===== config.mk =====
export PLATFORM = sky130hd
export DESIGN_NAME = regfile_wrap
export DESIGN_NICKNAME = d
export VERILOG_FILES = /design/src/rtl/rf_wrap_pkg.sv /design/src/rtl/rf_wrap_store.sv /design/src/rtl/rf_wrap_port.sv /design/src/rtl/regfile_wrap.sv
export SDC_FILE = /design/constraint.sdc
export NUM_CORES = 1
export LEC_CHECK = 0
export ABC_AREA = 0
export BUFFER_PORTS_ARGS = -buffer_cell sky130_fd_sc_hd__buf_4
export CORE_MARGIN = 4
export CORE_UTILIZATION = 25
export CTS_BUF_LIST = sky130_fd_sc_hd__clkbuf_8
export DETAILED_ROUTE_END_ITERATION = 10
export PLACE_DENSITY_LB_ADDON = 0.25
export SLEW_MARGIN = 20
export SYNTH_ARGS = -nofsm -noshare
export SYNTH_HDL_FRONTEND = slang
export SYNTH_SLANG_ARGS = --single-unit

===== constraint.sdc =====
create_clock -name clk -period 3.4 [get_ports clk]
set_input_delay 0 -clock clk [delete_from_list [all_inputs] [get_ports clk]]
set_output_delay 0 -clock clk [all_outputs]
set_load 0.005 [all_outputs]

===== src/rtl/rf_wrap_pkg.sv =====
package rf_wrap_pkg;

    typedef enum logic [1:0] {
        RF_W16  = 2'd0,
        RF_W32  = 2'd1,
        RF_W48  = 2'd2,
        RF_WBAD = 2'd3
    } rf_width_e;

    // Successor of an index inside its own bank: general bank wraps to 0,
    // scratch bank wraps to its first entry.
    function automatic int rf_next_idx(int cur, int ngen, int nscr);
        if (cur < ngen) begin
            return (cur == ngen - 1) ? 0 : cur + 1;
        end
        return (cur == ngen + nscr - 1) ? ngen : cur + 1;
    endfunction

endpackage


===== src/rtl/rf_wrap_store.sv =====
module rf_wrap_store #(
    parameter  int DW    = 16,
    parameter  int DEPTH = 24,
    parameter  int NRD   = 2,
    localparam int AW    = $clog2(DEPTH)
) (
    input  logic                     clk,
    input  logic                     rst_n,
    input  logic                     we,
    input  logic [AW-1:0]            waddr,
    input  logic [DW-1:0]            wdata,
    input  logic [NRD-1:0][AW-1:0]   raddr,
    output logic [NRD-1:0][DW-1:0]   rdata
);

    typedef struct packed {
        logic [DEPTH-1:0][DW-1:0] mem;
    } store_t;

    store_t st_d, st_q;

    always_comb begin
        st_d = st_q;
        if (we && (int'(waddr) < DEPTH)) begin
            st_d.mem[waddr] = wdata;
        end
    end

    always_ff @(posedge clk or negedge rst_n) begin
        if (!rst_n) begin
            st_q <= '0;
        end else begin
            st_q <= st_d;
        end
    end

    for (genvar p = 0; p < NRD; p++) begin : g_rd
        assign rdata[p] = (int'(raddr[p]) < DEPTH) ? st_q.mem[raddr[p]] : '0;
    end

    // a write lands in the addressed word on the following cycle
    p_write_lands_r2: assert property (@(posedge clk) disable iff (!rst_n)
        (we && (int'(waddr) < DEPTH)) |=> (st_q.mem[$past(waddr)] == $past(wdata)));

endmodule


===== src/rtl/rf_wrap_port.sv =====
module rf_wrap_port
    import rf_wrap_pkg::*;
#(
    parameter  int DW    = 16,
    parameter  int NGEN  = 16,
    parameter  int NSCR  = 8,
    parameter  int MAXW  = 3,
    parameter  bit IS_WR = 1'b0,
    localparam int DEPTH = NGEN + NSCR,
    localparam int AW    = $clog2(DEPTH),
    localparam int LW    = (MAXW > 1) ? $clog2(MAXW) : 1,
    localparam int BW    = MAXW * DW
) (
    input  logic            clk,
    input  logic            rst_n,
    input  logic            req,
    input  logic [AW-1:0]   addr,
    input  rf_width_e       width,
    input  logic            sw,
    input  logic [BW-1:0]   wdata,
    input  logic [DW-1:0]   rword,
    output logic            ready,
    output logic            illegal,
    output logic            done,
    output logic [BW-1:0]   rdata,
    output logic            xfer_en,
    output logic [AW-1:0]   xfer_addr,
    output logic [DW-1:0]   xfer_wdata
);

    typedef struct packed {
        logic            busy;
        logic            sw;
        logic [AW-1:0]   cur;
        logic [LW-1:0]   idx;
        logic [LW-1:0]   last;
        logic [BW-1:0]   lanes;
        logic            done;
        logic            illegal;
    } port_t;

    port_t st_d, st_q;
    logic  legal;

    always_comb begin
        legal = (int'(width) < MAXW) && (int'(addr) < DEPTH)
                && !(sw && (int'(addr) >= NGEN));
        st_d         = st_q;
        st_d.done    = 1'b0;
        st_d.illegal = 1'b0;
        if (!st_q.busy) begin
            if (req) begin
                if (legal) begin
                    st_d.busy  = 1'b1;
                    st_d.sw    = sw;
                    st_d.cur   = addr;
                    st_d.idx   = '0;
                    st_d.last  = LW'(width);
                    st_d.lanes = IS_WR ? wdata : '0;
                end else begin
                    st_d.illegal = 1'b1;
                end
            end
        end else begin
            if (!IS_WR) begin
                st_d.lanes[int'(st_q.idx)*DW +: DW] = rword;
            end
            if (st_q.idx == st_q.last) begin
                st_d.busy = 1'b0;
                st_d.done = 1'b1;
            end else begin
                st_d.idx = st_q.idx + 1'b1;
                st_d.cur = AW'(rf_next_idx(int'(st_q.cur), NGEN, NSCR));
            end
        end
    end

    always_ff @(posedge clk or negedge rst_n) begin
        if (!rst_n) begin
            st_q <= '0;
        end else begin
            st_q <= st_d;
        end
    end

    assign ready      = !st_q.busy;
    assign illegal    = st_q.illegal;
    assign done       = st_q.done;
    assign rdata      = st_q.lanes;
    assign xfer_en    = st_q.busy;
    assign xfer_addr  = st_q.cur;
    assign xfer_wdata = st_q.lanes[int'(st_q.idx)*DW +: DW];

    // software request for a scratch entry is refused, port stays idle
    p_sw_block_r5: assert property (@(posedge clk) disable iff (!rst_n)
        (ready && req && sw && (int'(addr) >= NGEN)) |=> (illegal && ready));

    // software-mode transfers never leave the general bank
    p_gen_wrap_r4: assert property (@(posedge clk) disable iff (!rst_n)
        (xfer_en && st_q.sw) |-> (int'(xfer_addr) < NGEN));

    // done is a single-cycle pulse
    p_done_pulse_r3: assert property (@(posedge clk) disable iff (!rst_n)
        done |=> !done);

    // a refusal always follows a request on the previous edge
    p_illegal_cause_r6: assert property (@(posedge clk) disable iff (!rst_n)
        illegal |-> $past(req));

endmodule


===== src/rtl/regfile_wrap.sv =====
module regfile_wrap
    import rf_wrap_pkg::*;
#(
    parameter  int DW    = 16,
    parameter  int NGEN  = 16,
    parameter  int NSCR  = 8,
    parameter  int MAXW  = 3,
    localparam int DEPTH = NGEN + NSCR,
    localparam int AW    = $clog2(DEPTH),
    localparam int BW    = MAXW * DW
) (
    input  logic            clk,
    input  logic            rst_n,
    input  logic            ra_req,
    input  logic [AW-1:0]   ra_addr,
    input  logic [1:0]      ra_width,
    input  logic            ra_sw,
    output logic            ra_ready,
    output logic            ra_done,
    output logic            ra_illegal,
    output logic [BW-1:0]   ra_data,
    input  logic            rb_req,
    input  logic [AW-1:0]   rb_addr,
    input  logic [1:0]      rb_width,
    input  logic            rb_sw,
    output logic            rb_ready,
    output logic            rb_done,
    output logic            rb_illegal,
    output logic [BW-1:0]   rb_data,
    input  logic            wr_req,
    input  logic [AW-1:0]   wr_addr,
    input  logic [1:0]      wr_width,
    input  logic            wr_sw,
    input  logic [BW-1:0]   wr_data,
    output logic            wr_ready,
    output logic            wr_done,
    output logic            wr_illegal
);

    localparam int NRD = 2;

    logic [NRD-1:0]            rd_req, rd_sw, rd_ready, rd_done, rd_illegal;
    logic [NRD-1:0][AW-1:0]    rd_addr, rd_xaddr;
    logic [NRD-1:0][1:0]       rd_width;
    logic [NRD-1:0][BW-1:0]    rd_data;
    logic [NRD-1:0][DW-1:0]    rd_word;
    logic [NRD-1:0]            rd_xen_unused;
    logic [NRD-1:0][DW-1:0]    rd_xw_unused;

    logic                      w_xen;
    logic [AW-1:0]             w_xaddr;
    logic [DW-1:0]             w_xword;
    logic [BW-1:0]             wr_rdata_unused;

    assign rd_req   = {rb_req, ra_req};
    assign rd_sw    = {rb_sw, ra_sw};
    assign rd_addr  = {rb_addr, ra_addr};
    assign rd_width = {rb_width, ra_width};

    for (genvar p = 0; p < NRD; p++) begin : g_rdport
        rf_wrap_port #(
            .DW(DW), .NGEN(NGEN), .NSCR(NSCR), .MAXW(MAXW), .IS_WR(1'b0)
        ) i_port (
            .clk        (clk),
            .rst_n      (rst_n),
            .req        (rd_req[p]),
            .addr       (rd_addr[p]),
            .width      (rf_width_e'(rd_width[p])),
            .sw         (rd_sw[p]),
            .wdata      ('0),
            .rword      (rd_word[p]),
            .ready      (rd_ready[p]),
            .illegal    (rd_illegal[p]),
            .done       (rd_done[p]),
            .rdata      (rd_data[p]),
            .xfer_en    (rd_xen_unused[p]),
            .xfer_addr  (rd_xaddr[p]),
            .xfer_wdata (rd_xw_unused[p])
        );
    end

    rf_wrap_port #(
        .DW(DW), .NGEN(NGEN), .NSCR(NSCR), .MAXW(MAXW), .IS_WR(1'b1)
    ) i_wport (
        .clk        (clk),
        .rst_n      (rst_n),
        .req        (wr_req),
        .addr       (wr_addr),
        .width      (rf_width_e'(wr_width)),
        .sw         (wr_sw),
        .wdata      (wr_data),
        .rword      ('0),
        .ready      (wr_ready),
        .illegal    (wr_illegal),
        .done       (wr_done),
        .rdata      (wr_rdata_unused),
        .xfer_en    (w_xen),
        .xfer_addr  (w_xaddr),
        .xfer_wdata (w_xword)
    );

    rf_wrap_store #(
        .DW(DW), .DEPTH(DEPTH), .NRD(NRD)
    ) i_store (
        .clk   (clk),
        .rst_n (rst_n),
        .we    (w_xen),
        .waddr (w_xaddr),
        .wdata (w_xword),
        .raddr (rd_xaddr),
        .rdata (rd_word)
    );

    assign ra_ready   = rd_ready[0];
    assign ra_done    = rd_done[0];
    assign ra_illegal = rd_illegal[0];
    assign ra_data    = rd_data[0];
    assign rb_ready   = rd_ready[1];
    assign rb_done    = rd_done[1];
    assign rb_illegal = rd_illegal[1];
    assign rb_data    = rd_data[1];

    // a busy write port raises no refusal
    p_wr_busy_quiet_r3: assert property (@(posedge clk) disable iff (!rst_n)
        !wr_ready |-> !wr_illegal);

endmodule


# Yosys cells after proc, flatten, opt, wreduce, memory -nomap -nowiden
# Cells that the tools add are included.
[totals] n_memories=0 rom_bits=0 input_bits=77 out_inout_bits=105 mem_bits_rw=0 elab_cells=193 latch_bits=0 regBits=567
[classes] n_reduce_logical=31 div=0 addsub=8 magnitude_cmp=19 bitwise=3 eq_ne=12 shifts=5 muxes=67 multipliers=0
[ops] cell="bitwise mux 384 bit" n=1
[ops] cell="2-to-1 mux 59 bit" n=6
[ops] cell="binary-select mux 16 bit (select 5 bit)" n=2
[ops] cell="bitwise mux 48 bit" n=2
[ops] cell="2-to-1 mux 48 bit" n=2
[ops] cell="variable shift 16 x 33 -> 48 bit, first input constant" n=2
[ops] cell="indexed part select 16 x 33 -> 48 bit" n=2
[ops] cell="demux 16 bit (select 5 bit)" n=1
[ops] cell="2-to-1 mux 16 bit" n=5
[ops] cell="negation 6 -> 33 bit" n=2
[ops] cell="2-to-1 mux 5 bit" n=12
[ops] cell="indexed part select 48 x 7 -> 16 bit" n=1
[ops] cell="< comparator 5 bit, second input constant" n=9
[ops] cell="2-to-1 mux 7 bit" n=6
[ops] cell="== test 5 bit, second input constant" n=6
[ops] cell="2-to-1 mux 1 bit" n=30
[ops] cell="< comparator 5 x 6 -> 1 bit, second input constant" n=3
[ops] cell="AND reduction 3 bit" n=6
[ops] cell="adder 5 x 1 -> 5 bit, second input constant" n=3
[ops] cell="greater-or-equal comparator 5 bit, second input constant" n=3
[ops] cell="nonzero test 2 bit" n=6
[ops] cell="logical AND 1 bit" n=11
[ops] cell="adder 2 x 1 -> 2 bit, second input constant" n=3
[ops] cell="== test 2 bit" n=3
[ops] cell="6 further kinds" n=18

# Longest topological paths before layout
# Gate-level depths: netlist of the first run.
[depth] depth_word=7 mapped_depth=10 depth_no_buf=8

# Hierarchy
# From an unflattened synthesis of the first run, not the netlist that was laid out.
[unflattened] cells_unflattened=2256 area_unflattened_um2=30116.4
[by_module_without_submodules] module="rf_wrap_store" cells_per_inst=1294 area_per_inst_um2=20345.8 instances=1 seq_area_each_um2=9609.2
[by_module_without_submodules] module="rf_wrap_port (g_rdport[0].i_port)" cells_per_inst=290 area_per_inst_um2=3315.7 instances=1 seq_area_each_um2=1501.4
[by_module_without_submodules] module="rf_wrap_port (g_rdport[1].i_port)" cells_per_inst=294 area_per_inst_um2=3276.9 instances=1 seq_area_each_um2=1501.4
[by_module_without_submodules] module="rf_wrap_port (i_wport)" cells_per_inst=377 area_per_inst_um2=3174.3 instances=1 seq_area_each_um2=1501.4
[by_module_without_submodules] module="regfile_wrap" cells_per_inst=1 area_per_inst_um2=3.8 instances=1 seq_area_each_um2=0.0

# Worst setup path after synthesis of the first run
# No wires, ideal clock.
[synth_timing] path_type="reg2reg" startpoint="register g_rdport[1].i_port.st_q[52] (netlist name)" endpoint="register g_rdport[1].i_port.st_q, in the netlist g_rdport[1].i_port.rdata[37]" synth_period_minus_slack_ns=2.090 stages_incl_launch_ff=9 path_buffers=1 setup_ns=0.124 required_time_ns=3.276 arrival_time_ns=1.966 slack_ns=1.310 cell_sequence="dfrtp_1 -> inv_1 -> ha_1 -> nor2b_1 -> and4_1 -> nand2_1 -> clkbuf_1 -> o22ai_1 -> a211o_1"
[synth_via] elab_chain_len=4 word_cells_on_any_way=5 cone_classes="add/sub (1); shift (2); mux (2)"
[synth_lines] element="from (decl)" line_no="rf_wrap_port.sv:42" source="port_t st_d, st_q;"
[synth_lines] element="from (signal assigned)" line_no="rf_wrap_port.sv:82" source="st_q <= st_d;"
[synth_lines] element="negation 6 -> 33 bit *" line_no="rf_wrap_port.sv:66" source="st_d.lanes[int'(st_q.idx)*DW +: DW] = rword;"
[synth_lines] element="indexed part select 16 x 33 -> 48 bit / variable shift 16 x 33 -> 48 bit (equally long branches)" line_no="rf_wrap_port.sv:66"
[synth_lines] element="bitwise mux 48 bit *" line_no="rf_wrap_port.sv:66"
[synth_lines] element="2-to-1 mux 48 bit *" line_no="rf_wrap_port.sv:51" source="if (!st_q.busy) begin"
# Mark *: on every way between the ends. The rest lies on a longest branch, timed or not.
# A chain may end at the register's enable or synchronous reset.

# Worst setup path in the final report of the first run
[layout_timing] startpoint="register i_wport.st_q[53] (netlist name)" endpoint="register i_wport.st_q, in the netlist i_wport.xfer_addr[2]"
[layout_via] elab_chain_len=3
[layout_lines] element="from (decl)" line_no="rf_wrap_port.sv:42"
[layout_lines] element="from (signal assigned)" line_no="rf_wrap_port.sv:82"
[layout_lines] element="== test 2 bit" line_no="rf_wrap_port.sv:68" source="if (st_q.idx == st_q.last) begin"
[layout_lines] element="!= test 2 bit (no source line)"
[layout_lines] element="AND reduction 3 bit (no source line)"
# No other way between the ends.

==> qor.log, run 1 <==
INFO  status         run_status=complete, no violations
INFO  setup_path     cp-start-kind=flop
INFO  timing         grt_setup_unrepaired=no
INFO  timing         setup_tns=0ns
INFO  synth          synth_top_family_by_area=multiplexers
INFO  die            die_width=345µm
INFO  synth          post_synth_num_cell_types=58
INFO  global_route   grt_pass1_wl=149mm
INFO  timing         final_min_period_over_clock_period=0.870
INFO  synth          synth-adder-area-share=0.00794
INFO  global_route   maximum_number_of_pins_on_one_net_before_global_route_repair=71
INFO  synth          synth.cell_area=28,400µm²
INFO  clocking       cts-htree-levels=3
INFO  die            initial_utilization=0.252
INFO  cells_and_area final_layout_size_suffix_gt1_frac=0.200
INFO  synth          synthSimpleGateAreaFrac=0.106
INFO  power_and_ir_drop power_per_cell_area=1010nW/µm²
INFO  power_and_ir_drop design_power_total=34,900µW
INFO  die            placement_rows=123
INFO  synth          post-synth-top-count-cell=sky130_fd_sc_hd__dfrtp_1
INFO  synth          synth_nets=2,816
INFO  setup_path     cp.arrival=3.54ns
INFO  clocking       cts_made_buffers=102
INFO  power_and_ir_drop cellLeakagePower=0.0156µW
INFO  synth          synth_seq_cells=564
INFO  clocking       tritoncts_num_sinks=564
INFO  synth          synthArstFlopShare=1.00
INFO  detailed_routing wire_per_inst=22.0µm
INFO  synth          syn_inst=2,721
INFO  die            die-area=119,000µm²
INFO  detailed_routing drt_first_pass_iters=5
INFO  synth          avgSynthCellArea=10.4µm²
INFO  clocking       clock-root-buffer=sky130_fd_sc_hd__clkbuf_8
INFO  timing         relSlewSlack=0.305
INFO  synth          synth-xor-area-share=0.00185
INFO  die            floorplan.die.height=345µm
INFO  die            ios=182
INFO  synth          post_synth_most_frequent_cells=564 x sky130_fd_sc_hd__dfrtp_1, 390 x sky130_fd_sc_hd__nor2_1, 349 x sky130_fd_sc_hd__a21oi_1, 312 x sky130_fd_sc_hd__nand2_1, 158 x sky130_fd_sc_hd__mux2i_1
INFO  detailed_routing remaining_drc_errors=0
INFO  synth          netlist_top_cells_area=sky130_fd_sc_hd__dfrtp_1 50%, sky130_fd_sc_hd__mux4_2 9.8%, sky130_fd_sc_hd__a21oi_1 6.2%
INFO  hold_path      whs_path_depth=4
INFO  synth          post-synth-top-area-cell=sky130_fd_sc_hd__dfrtp_1
INFO  synth          yosys.area.top_type_share=0.498
INFO  detailed_routing via_count=21,900
INFO  synth          post_synth_edffs=0
INFO  cells_and_area synth_to_layout_area_growth=22.0%
INFO  timing         hold_violations=0
INFO  power_and_ir_drop max-vdd-ir-drop=0.000371V
INFO  detailed_routing route.final.wire_length=99.5mm
INFO  timing         setup_viol=0
INFO  synth          synth_compound_area_frac=0.145
INFO  die            floorplan.core_area=112,000µm²
INFO  setup_path     critPathKind=reg -> reg
INFO  cells_and_area fillers=11,600
INFO  placed_design  port-buffer-count=181
INFO  synth          synth.yosys.warnings=0
INFO  global_route   grt_antenna_before_repair=3
INFO  placed_design  dp_hpwl=65.4mm
INFO  synth          synth_flop_cell=sky130_fd_sc_hd__dfrtp_1
INFO  cells_and_area final_net_count=3,061
INFO  global_route   grt_use_total=0.166
INFO  detailed_routing post_drt_via_cell_ratio=4.84
INFO  clocking       clockBufferDepth=3
INFO  global_route   grt_remaining_overflow=0
INFO  run            timing.max_cap.violations=0
INFO  synth          mux_cell_area_share_after_synthesis=0.175
INFO  clocking       insertion_delay=0.75ns
INFO  cells_and_area finish.utilization=0.308
INFO  hold_path      hold_path_class=in -> reg
INFO  detailed_routing drt.antenna.violating_nets=0
INFO  timing         timing.fmax=338MHz
INFO  clocking       clkSlewWorstSetupHoldPaths=0.06ns
INFO  timing         worst_pin_slew=1.04ns
INFO  timing         maxSlewViolCount=0
INFO  detailed_routing drt_iter0_markers=1,467
INFO  clocking       cts_tree=done
INFO  timing         final.setup_skew=0.0599ns
INFO  placed_design  final_weighted_congestion_in_routability_driven_placement=0.767
INFO  synth          portion_of_the_post_synthesis_area_used_by_sequential_elements=0.498
INFO  setup_path     crit_required=3.98ns
INFO  setup_path     end_kind=flop
INFO  timing         period_minus_slack=2.96ns
INFO  setup_path     cp_max_fo=12
INFO  setup_path     worstRegToRegCells=8
INFO  global_route   grt_pass1_vias=22,400
## worst max-delay path, stage by stage, from the launching register on
cell,delay [ns]
sky130_fd_sc_hd__dfrtp_1,0.62
sky130_fd_sc_hd__buf_4,0.33
sky130_fd_sc_hd__xor2_1,0.26
sky130_fd_sc_hd__o21ai_0,0.22
sky130_fd_sc_hd__and2_1,0.31
sky130_fd_sc_hd__inv_1,0.14
sky130_fd_sc_hd__o21ai_0,0.09
sky130_fd_sc_hd__a221o_1,0.31
sky130_fd_sc_hd__dlygate4sd3_1,0.56
## where the power goes
part           switching [µW]  internal [µW]  leakage [µW]
Clock                    3000           3150       0.00111
Sequential               2730           9620       0.00726
Combinational            9200           7220       0.00722
Total                   14900          20000        0.0156
## per-layer routing
metal	vias to the layer above	part of all wire	track usage	wire length, µm
li1	10100	-	-	-
met1	11200	0.46	0.233	45600
met2	542	0.48	0.275	47800
met3	120	0.045	0.0238	4510
met4	0	0.016	0.0339	1610
met5	-	0	0	0
## sequential cells by signal, summed over array words and instances, names as in the netlist, 4 cells and up
signal and flops:
g_rdport.i_port.rdata 96, g_rdport.i_port.xfer_addr 10, g_rdport.i_port.st_q 8, i_wport.rdata 48, i_store.st_q 384, i_wport.xfer_addr 5
i_wport.st_q 4
## cell type report
class / instances / area, µm² / area share
multi-input cells: 1811 / 12600 / 0.363
well taps: 1500 / 1880 / 0.0542
diodes: 2 / 5.00 / 0.000145
repair buffers: 457 / 4060 / 0.117
clock inverters: 53 / 285 / 0.00824
flip-flops and latches: 564 / 14100 / 0.408
inverters: 30 / 113 / 0.00325
clock buffers: 115 / 1580 / 0.0457
## stage by stage
| stage | hold slack, ns | cell area, µm² | setup WS [ns] | instances |
|---|---|---|---|---|
| final | 0.0499 | 34600 | 0.442 | 4532 |
| after global routing | 0.0172 | 34600 | 0.197 | 4531 |
| after CTS | 0.000245 | 34600 | 0.402 | 4530 |
| after detailed placement | 0.114 | 31200 | 0.715 | 4210 |
| after global placement | 0.104 | 31200 | 0.713 | 4210 |
| after floorplan | -0.296 | 28400 | 1.31 | 2721 |
## timing repair
item | 4_1_cts | 5_1_grt
hold buffers | 152 | 0
setup buffers | 0 | 0
resized for setup | 0 | 0
hold endpoints to repair | 644 | 0
## cell usage in the layout, fill, tap and decap left out, types with 3 or more instances in the layout
cell,netlist,layout
sky130_fd_sc_hd__dfrtp_1,564,559
sky130_fd_sc_hd__nor2_1,390,374
sky130_fd_sc_hd__a21oi_1,349,333
sky130_fd_sc_hd__nand2_1,312,312
sky130_fd_sc_hd__buf_4,103,286
sky130_fd_sc_hd__mux2i_1,158,158
sky130_fd_sc_hd__o21ai_0,152,152
sky130_fd_sc_hd__dlygate4sd3_1,0,151
sky130_fd_sc_hd__mux4_2,124,124
sky130_fd_sc_hd__clkbuf_8,0,115
sky130_fd_sc_hd__o22ai_1,93,93
sky130_fd_sc_hd__inv_1,28,69
sky130_fd_sc_hd__a211o_1,46,46
sky130_fd_sc_hd__mux4_1,19,19
sky130_fd_sc_hd__ha_1,18,18
sky130_fd_sc_hd__buf_12,3,18
sky130_fd_sc_hd__o221ai_1,16,16
sky130_fd_sc_hd__o31a_1,16,16
sky130_fd_sc_hd__nor2_2,0,15
sky130_fd_sc_hd__nand3_1,14,14
sky130_fd_sc_hd__o21ai_1,12,12
sky130_fd_sc_hd__nand2b_1,11,11
sky130_fd_sc_hd__a21oi_4,0,10
sky130_fd_sc_hd__nor3_1,7,7
sky130_fd_sc_hd__nor2b_1,8,7
sky130_fd_sc_hd__mux2_2,7,7
sky130_fd_sc_hd__a21oi_2,0,6
sky130_fd_sc_hd__xnor2_1,4,4
sky130_fd_sc_hd__nand4_1,4,4
sky130_fd_sc_hd__a21o_1,4,4
sky130_fd_sc_hd__o2bb2ai_1,4,4
sky130_fd_sc_hd__clkinv_2,0,4
sky130_fd_sc_hd__dfrtp_4,0,4
sky130_fd_sc_hd__and3_1,3,3
sky130_fd_sc_hd__a221o_1,3,3
## final timing paths
kind,startpoint,end,slack [ns]
max in group asynchronous,rst_n,g_rdport[1].i_port.xfer_addr[2],2.96
min reg2reg,i_wport.rdata[3],i_wport.rdata[3],0.48
max,i_wport.st_q[53],i_wport.xfer_addr[2],0.44
min,wr_data[3],i_wport.rdata[3],0.05
max reg2reg,i_wport.st_q[53],i_wport.xfer_addr[2],0.44
min in group asynchronous,rst_n,i_store.st_q[144],0.06
## cell families (layout without fill, tap and decap cells)
logic type,Yosys count,after routing
buffers and inverters,346,655
other,0,2
adder cells (fa/ha/maj),18,18
multiplexers,308,308
XOR/XNOR,6,6
flip-flops,564,564
AO/OA/AOI/OAI,715,715
AND/OR/NAND/NOR,764,764
Note: power is estimated with default switching activity, not from simulation.
==> inputs of run 2 (changes only) <==
--- a/config.mk
+++ b/config.mk
@@ -8,7 +8,7 @@
 export ABC_AREA = 0
 export BUFFER_PORTS_ARGS = -buffer_cell sky130_fd_sc_hd__buf_4
 export CORE_MARGIN = 4
-export CORE_UTILIZATION = 25
+export CORE_UTILIZATION = 44
 export CTS_BUF_LIST = sky130_fd_sc_hd__clkbuf_8
 export DETAILED_ROUTE_END_ITERATION = 10
 export PLACE_DENSITY_LB_ADDON = 0.25
==> qor.log, run 2 (synthesized netlist as in run 1, its figures left out) <==
INFO  power_and_ir_drop cellLeakagePower=0.0155µW
INFO  cells_and_area largest_register_ffs=384
INFO  die            placement_rows=92
INFO  hold_path      whs_path_depth=5
INFO  timing         setup_viol=0
INFO  detailed_routing drt_first_pass_iters=6
INFO  status         run_status=complete, no violations
INFO  clocking       clock-root-buffer=sky130_fd_sc_hd__clkbuf_8
INFO  timing         timing.fmax=338MHz
INFO  die            die-area=68,600µm²
INFO  die            initial_utilization=0.447
INFO  detailed_routing wire_per_inst=23.8µm
INFO  timing         setup_ws=0.443ns
INFO  timing         grt_setup_unrepaired=no
INFO  clocking       clockBufferDepth=3
INFO  die            floorplan.core_area=63,400µm²
INFO  setup_path     end_kind=flop
INFO  global_route   grt_antenna_before_repair=2
INFO  timing         setup_tns=0ns
INFO  placed_design  dpl.cell_count=3,543
INFO  power_and_ir_drop power.share.clock=0.178
INFO  clocking       cts_setup_buffers=0
INFO  run            timing.max_cap.violations=0
INFO  global_route   maximum_number_of_pins_on_one_net_before_global_route_repair=116
INFO  global_route   grt_remaining_overflow=0
INFO  clocking       clkSlewWorstSetupHoldPaths=0.06ns
INFO  timing         final_min_period_over_clock_period=0.870
INFO  detailed_routing drt_iter0_markers=2,231
INFO  clocking       cts_tree=done
INFO  detailed_routing drt.antenna.violating_nets=0
INFO  detailed_routing remaining_drc_errors=0
INFO  placed_design  port-buffer-count=181
INFO  power_and_ir_drop net-switching-power=14,600µW
INFO  die            floorplan.die.height=262µm
INFO  detailed_routing route.final.wire_length=91.8mm
INFO  clocking       cts-htree-levels=3
INFO  setup_path     timing.critical_path.buf_inv=1
INFO  die            ios=182
INFO  power_and_ir_drop p_seq_frac=0.356
INFO  setup_path     path_cells=buf_12, mux2i_1, o22ai_1, o21ai_0, o31a_1, o21ai_0
INFO  setup_path     crit_required=3.94ns
INFO  power_and_ir_drop intPower=20,100µW
INFO  global_route   grt_use_total=0.268
INFO  clocking       insertion_delay=0.70ns
INFO  cells_and_area mostFrequentLayoutCell=sky130_fd_sc_hd__dfrtp_1
INFO  hold_path      hold_path_class=in -> reg
INFO  global_route   grt_pass1_vias=23,100
INFO  timing         period_minus_slack=2.96ns
INFO  clocking       tritoncts_num_sinks=564
INFO  detailed_routing post_drt_via_cell_ratio=5.90
INFO  setup_path     critPathSlowestCell=sky130_fd_sc_hd__dfrtp_4
INFO  cells_and_area regMostFlops=i_store.st_q
INFO  cells_and_area synth_to_layout_area_growth=18.6%
INFO  placed_design  final_weighted_congestion_in_routability_driven_placement=0.855
INFO  setup_path     cp.arrival=3.50ns
INFO  setup_path     crit_path_max_cell_delay=0.88ns
INFO  global_route   grt_pass1_wl=141mm
INFO  setup_path     cp_max_fo=31
INFO  cells_and_area final_layout_size_suffix_gt1_frac=0.202
INFO  timing         hold_violations=0
INFO  setup_path     endpoint_of_the_lowest_slack_register_to_register_path=g_rdport[0].i_port.rdata[26]
INFO  placed_design  dpl_worst_slack=0.569ns
INFO  cells_and_area final_net_count=3,035
INFO  timing         maxSlewViolCount=0
INFO  timing         relSlewSlack=0.381
INFO  power_and_ir_drop switching_share=0.420
INFO  cells_and_area fillers=5,430
INFO  timing         worst_pin_slew=0.918ns
INFO  detailed_routing via_count=22,800
INFO  hold_path      hold_start=ra_sw
INFO  setup_path     critical_path.top_delay_family=compound AO/OA/AOI/OAI gates
INFO  setup_path     cp-start-kind=flop
INFO  cells_and_area final_cell_mix=559 x sky130_fd_sc_hd__dfrtp_1, 374 x sky130_fd_sc_hd__nor2_1, 333 x sky130_fd_sc_hd__a21oi_1, 312 x sky130_fd_sc_hd__nand2_1, 276 x sky130_fd_sc_hd__buf_4
INFO  clocking       cts_made_buffers=95
INFO  setup_path     critical-path-top-cell-by-count=sky130_fd_sc_hd__o21ai_0
INFO  die            die_width=262µm
INFO  cells_and_area final_cells=3,857
INFO  power_and_ir_drop comb_power_share=0.466
INFO  hold_path      worstHoldEndpoint=g_rdport[0].i_port.xfer_addr[2]
INFO  setup_path     rr_startpoint=g_rdport[0].i_port.xfer_addr[0]
INFO  setup_path     worstRegToRegCells=6
INFO  timing         final.setup_skew=0.0340ns
INFO  setup_path     reg2reg_setup_slack=0.44ns
INFO  power_and_ir_drop power_per_cell_area=1030nW/µm²
INFO  placed_design  dp_hpwl=60.0mm
INFO  setup_path     critPathKind=reg -> reg
INFO  power_and_ir_drop max-vdd-ir-drop=0.000550V
==> run 2: changes by cell type in the layout (fill, tap and decap cells not counted), moves of 2 or more <==
cell and change:
sky130_fd_sc_hd__a21oi_2 +3, sky130_fd_sc_hd__inv_12 -2, sky130_fd_sc_hd__clkinv_2 +6, sky130_fd_sc_hd__dlygate4sd3_1 -6, sky130_fd_sc_hd__buf_12 -3, sky130_fd_sc_hd__inv_1 -15, sky130_fd_sc_hd__a21oi_4 -3, sky130_fd_sc_hd__clkbuf_8 +11
sky130_fd_sc_hd__buf_4 -10
==> run 2: worst max path at each step <==
stage,slack (ns),end,depth (start not counted),from
2_1_floorplan,1.31,g_rdport[1].i_port.rdata[37],8,g_rdport[1].i_port.st_q[52]
3_3_place_gp,0.57,g_rdport[0].i_port.rdata[26],6,g_rdport[0].i_port.xfer_addr[0]
3_5_place_dp,0.57,g_rdport[0].i_port.rdata[26],6,g_rdport[0].i_port.xfer_addr[0]
4_1_cts,0.53,g_rdport[0].i_port.rdata[26],6,g_rdport[0].i_port.xfer_addr[0]
5_1_grt,0.33,g_rdport[0].i_port.rdata[10],6,g_rdport[0].i_port.xfer_addr[0]
6_report,0.44,g_rdport[0].i_port.rdata[26],6,g_rdport[0].i_port.xfer_addr[0]
==> run 2: tightest hold or removal path, cell delays in order <==
cell                      delay [ns]
sky130_fd_sc_hd__buf_4          0.10
sky130_fd_sc_hd__o21ai_0        0.11
sky130_fd_sc_hd__a31oi_1        0.28
sky130_fd_sc_hd__a211o_1        0.14
sky130_fd_sc_hd__a22o_1         0.11
==> run 2: power groups by stage <==
stage	logic, µW	registers [µW]	clock network (µW)
after floorplan	11000	11100	0
after global placement	15100	12200	0
after detailed placement	15500	12400	0
after CTS	16000	12300	6270
after global routing	17400	12700	6590
final	16200	12400	6190
==> run 2: metrics by stage <==
stage / hold slack (ns) / instance area (µm²) / power [µW] / util
after global placement: 0.00247 / 30200 / 27300 / 0.475
after detailed placement: 0.00161 / 30200 / 27900 / 0.476
final: 0.0669 / 33600 / 34700 / 0.530
after CTS: 0.0147 / 33600 / 34600 / 0.530
after global routing: 0.0454 / 33600 / 36700 / 0.530
after floorplan: -0.296 / 28400 / 22100 / -
==> run 2: cell type report <==
class | count | area (µm²) | share of cell area
timing repair buffer | 438 | 3870 | 0.115
inverter | 30 | 113 | 0.00335
multi-input combinational | 1811 | 12500 | 0.372
sequential | 564 | 14100 | 0.420
clock buffer | 126 | 1730 | 0.0516
tap | 846 | 1060 | 0.0315
clock inverter | 40 | 201 | 0.00599
antenna | 2 | 5.00 | 0.000149
==> run 2: metal layers <==
| metal | GRT usage | share of wire | up-vias |
|---|---|---|---|
| met5 | 0 | 0 | - |
| met3 | 0.0586 | 0.082 | 239 |
| met2 | 0.429 | 0.47 | 1016 |
| met4 | 0.120 | 0.050 | 0 |
| li1 | - | - | 10000 |
| met1 | 0.354 | 0.40 | 11500 |
==> run 2: repair_timing <==
action | CTS | global route
hold buffers | 146 | 0
resized for setup | 0 | 0
hold endpoints to repair | 497 | 0
==> inputs of run 3 (changes only) <==
--- a/config.mk
+++ b/config.mk
@@ -7,7 +7,6 @@
 export LEC_CHECK = 0
 export ABC_AREA = 0
 export BUFFER_PORTS_ARGS = -buffer_cell sky130_fd_sc_hd__buf_4
-export CORE_MARGIN = 4
 export CORE_UTILIZATION = 44
 export CTS_BUF_LIST = sky130_fd_sc_hd__clkbuf_8
 export DETAILED_ROUTE_END_ITERATION = 10
==> qor.log, run 3 (synthesized netlist as in run 1, its figures left out) <==
INFO  timing         relSlewSlack=0.230
INFO  die            initial_utilization=0.447
INFO  die            floorplan.core_area=63,400µm²
INFO  setup_path     critPathKind=reg -> reg
INFO  power_and_ir_drop power_per_cell_area=1030nW/µm²
INFO  setup_path     crit_path_max_cell_delay=0.67ns
INFO  global_route   global_route.usage.met1=0.360
INFO  power_and_ir_drop cellLeakagePower=0.0153µW
INFO  die            floorplan.die.height=256µm
INFO  placed_design  port-buffer-count=181
INFO  timing         maxSlewViolCount=0
INFO  detailed_routing via_count=22,400
INFO  setup_path     critPathSlowestCell=sky130_fd_sc_hd__dfrtp_1
INFO  detailed_routing wire_per_inst=23.1µm
INFO  cells_and_area final_cell_mix=559 x sky130_fd_sc_hd__dfrtp_1, 374 x sky130_fd_sc_hd__nor2_1, 333 x sky130_fd_sc_hd__a21oi_1, 312 x sky130_fd_sc_hd__nand2_1, 282 x sky130_fd_sc_hd__buf_4
INFO  hold_path      hold_start=wr_data[24]
INFO  timing         setup_tns=0ns
INFO  placed_design  dpl_worst_slack=0.589ns
INFO  power_and_ir_drop intPower=19,900µW
INFO  die            die_width=256µm
INFO  setup_path     path_cells=buf_4, buf_4, xor2_1, o21ai_0, and2_1, inv_1, o21ai_0, a221o_1, dlygate4sd3_1
INFO  global_route   grt_antenna_before_repair=1
INFO  detailed_routing post_drt_via_cell_ratio=5.87
INFO  timing         fin_hold_ws=0.0268ns
INFO  clocking       cts_made_buffers=96
INFO  timing         period_minus_slack=2.99ns
INFO  setup_path     cp.arrival=3.56ns
INFO  run            timing.max_cap.violations=0
INFO  clocking       tritoncts_num_sinks=564
INFO  global_route   maximum_number_of_pins_on_one_net_before_global_route_repair=104
INFO  setup_path     rr_startpoint=i_wport.st_q[53]
INFO  clocking       cts-htree-levels=3
INFO  detailed_routing drt_first_pass_iters=6
INFO  clocking       clock-root-buffer=sky130_fd_sc_hd__clkbuf_8
INFO  die            ios=182
INFO  status         run_status=complete, no violations
INFO  clocking       clockBufferDepth=3
INFO  cells_and_area final_layout_size_suffix_gt1_frac=0.205
INFO  hold_path      worstHoldEndpoint=i_wport.rdata[24]
INFO  cells_and_area layout.cell_area.non_filler=33,200µm²
INFO  die            placement_rows=92
INFO  global_route   gr-usage-met2=0.431
INFO  timing         final.setup_skew=0.0353ns
INFO  timing         setup_viol=0
INFO  setup_path     cp_max_fo=9
INFO  cells_and_area synth_to_layout_area_growth=17.2%
INFO  placed_design  dpl_cell_area=30,300µm²
INFO  setup_path     crit_required=3.98ns
INFO  power_and_ir_drop comb_power_share=0.461
INFO  setup_path     worstRegToRegCells=9
INFO  power_and_ir_drop switching_share=0.419
INFO  setup_path     endpoint_of_the_lowest_slack_register_to_register_path=i_wport.xfer_addr[2]
INFO  hold_path      whs_path_depth=4
INFO  timing         hold_violations=0
INFO  cells_and_area largest_register_ffs=384
INFO  global_route   grt_use_total=0.271
INFO  power_and_ir_drop power.share.clock=0.183
INFO  die            die-area=65,500µm²
INFO  cells_and_area final_net_count=2,997
INFO  placed_design  dp_hpwl=57.8mm
INFO  setup_path     end_kind=flop
INFO  cells_and_area regMostFlops=i_store.st_q
INFO  global_route   grt_use_met3=0.0459
INFO  global_route   grt_busiest_layer=met2
INFO  timing         timing.fmax=335MHz
INFO  power_and_ir_drop p_seq_frac=0.356
INFO  global_route   grt_pass1_wl=137mm
INFO  timing         worst_pin_slew=1.16ns
INFO  global_route   grt_pass1_vias=22,700
INFO  detailed_routing drt_iter0_markers=1,908
INFO  placed_design  final_weighted_congestion_in_routability_driven_placement=0.884
INFO  power_and_ir_drop net-switching-power=14,400µW
INFO  global_route   grt_remaining_overflow=0
INFO  power_and_ir_drop max-vdd-ir-drop=0.000400V
INFO  timing         setup_ws=0.415ns
INFO  setup_path     cp-start-kind=flop
INFO  timing         grt_setup_unrepaired=no
INFO  clocking       post_cts_resize_count=0
INFO  cells_and_area mostFrequentLayoutCell=sky130_fd_sc_hd__dfrtp_1
INFO  clocking       cts_tree=done
INFO  hold_path      hold_path_class=in -> reg
INFO  clocking       clkSlewWorstSetupHoldPaths=0.06ns
INFO  detailed_routing remaining_drc_errors=0
INFO  clocking       insertion_delay=0.73ns
INFO  detailed_routing drt.antenna.violating_nets=0
INFO  timing         final_min_period_over_clock_period=0.878
INFO  detailed_routing route.final.wire_length=88.2mm
INFO  setup_path     reg2reg_setup_slack=0.41ns
run 3: changes by cell type in the layout (fill, tap and decap cells not counted), moves of 3 or more:
| cell | previous run | this run |
|---|---|---|
| sky130_fd_sc_hd__clkbuf_8 | 126 | 116 |
| sky130_fd_sc_hd__a21oi_4 | 7 | 4 |
| sky130_fd_sc_hd__bufinv_16 | 1 | 4 |
| sky130_fd_sc_hd__dlygate4sd3_1 | 145 | 99 |
| sky130_fd_sc_hd__inv_1 | 54 | 61 |
| sky130_fd_sc_hd__buf_4 | 276 | 282 |
| sky130_fd_sc_hd__a21oi_2 | 9 | 12 |
run 3: power groups by stage:
stage               combinational [µW]  clock, µW  sequential [µW]
floorplan                        11000          0            11100
global placement                 15100          0            12100
detailed placement               15500          0            12300
CTS                              15700       6390            12200
global route                     17000       6680            12600
finish                           15800       6290            12200
run 3: repair_timing:
| action | CTS | global route |
|---|---|---|
| setup buffers | 0 | 0 |
| hold buffers | 99 | 0 |
| hold endpoints to repair | 251 | 0 |
run 3: layer usage:
metal | wire, µm | share of wire | vias up
met5 | 0 | 0 | -
met4 | 4460 | 0.051 | 0
met3 | 6200 | 0.070 | 204
met2 | 41500 | 0.47 | 938
met1 | 36000 | 0.41 | 11300
li1 | - | - | 9961
run 3: how the worst max path moves through the flow:
stage	from	end	cells after the start
after global placement	g_rdport[1].i_port.xfer_addr[0]	g_rdport[1].i_port.rdata[47]	6
final	i_wport.st_q[53]	i_wport.xfer_addr[2]	9
after detailed placement	g_rdport[1].i_port.xfer_addr[0]	g_rdport[1].i_port.rdata[31]	6
after floorplan	g_rdport[1].i_port.st_q[52]	g_rdport[1].i_port.rdata[37]	8
after global routing	i_wport.st_q[53]	i_wport.xfer_addr[2]	9
after CTS	i_wport.st_q[53]	i_wport.xfer_addr[2]	9
run 3: stage by stage:
| stage | total power [µW] | utilization | cells |
|---|---|---|---|
| 5_1_grt | 36300 | 0.524 | 3821 |
| 2_1_floorplan | 22100 | - | 2721 |
| 4_1_cts | 34300 | 0.524 | 3819 |
| 6_report | 34400 | 0.524 | 3821 |
| 3_3_place_gp | 27100 | 0.477 | 3551 |
| 3_5_place_dp | 27700 | 0.477 | 3551 |
run 3: layout make-up:
type	instances	area, µm²
fill	5558	30200
sequential	564	14100
multi-input combinational	1811	12500
timing repair buffer	399	3460
clock buffer	116	1600
tap	846	1060
clock inverter	53	369
inverter	30	113
antenna	2	5.00
run 3: worst max-delay path, delay by kind of cell (launching register included):
kind | cells | cell delay [ns]
flops | 1 | 0.67
compound gates | 3 | 0.56
xor+xnor | 1 | 0.21
buf+inv | 4 | 1.15
simple gates | 1 | 0.27
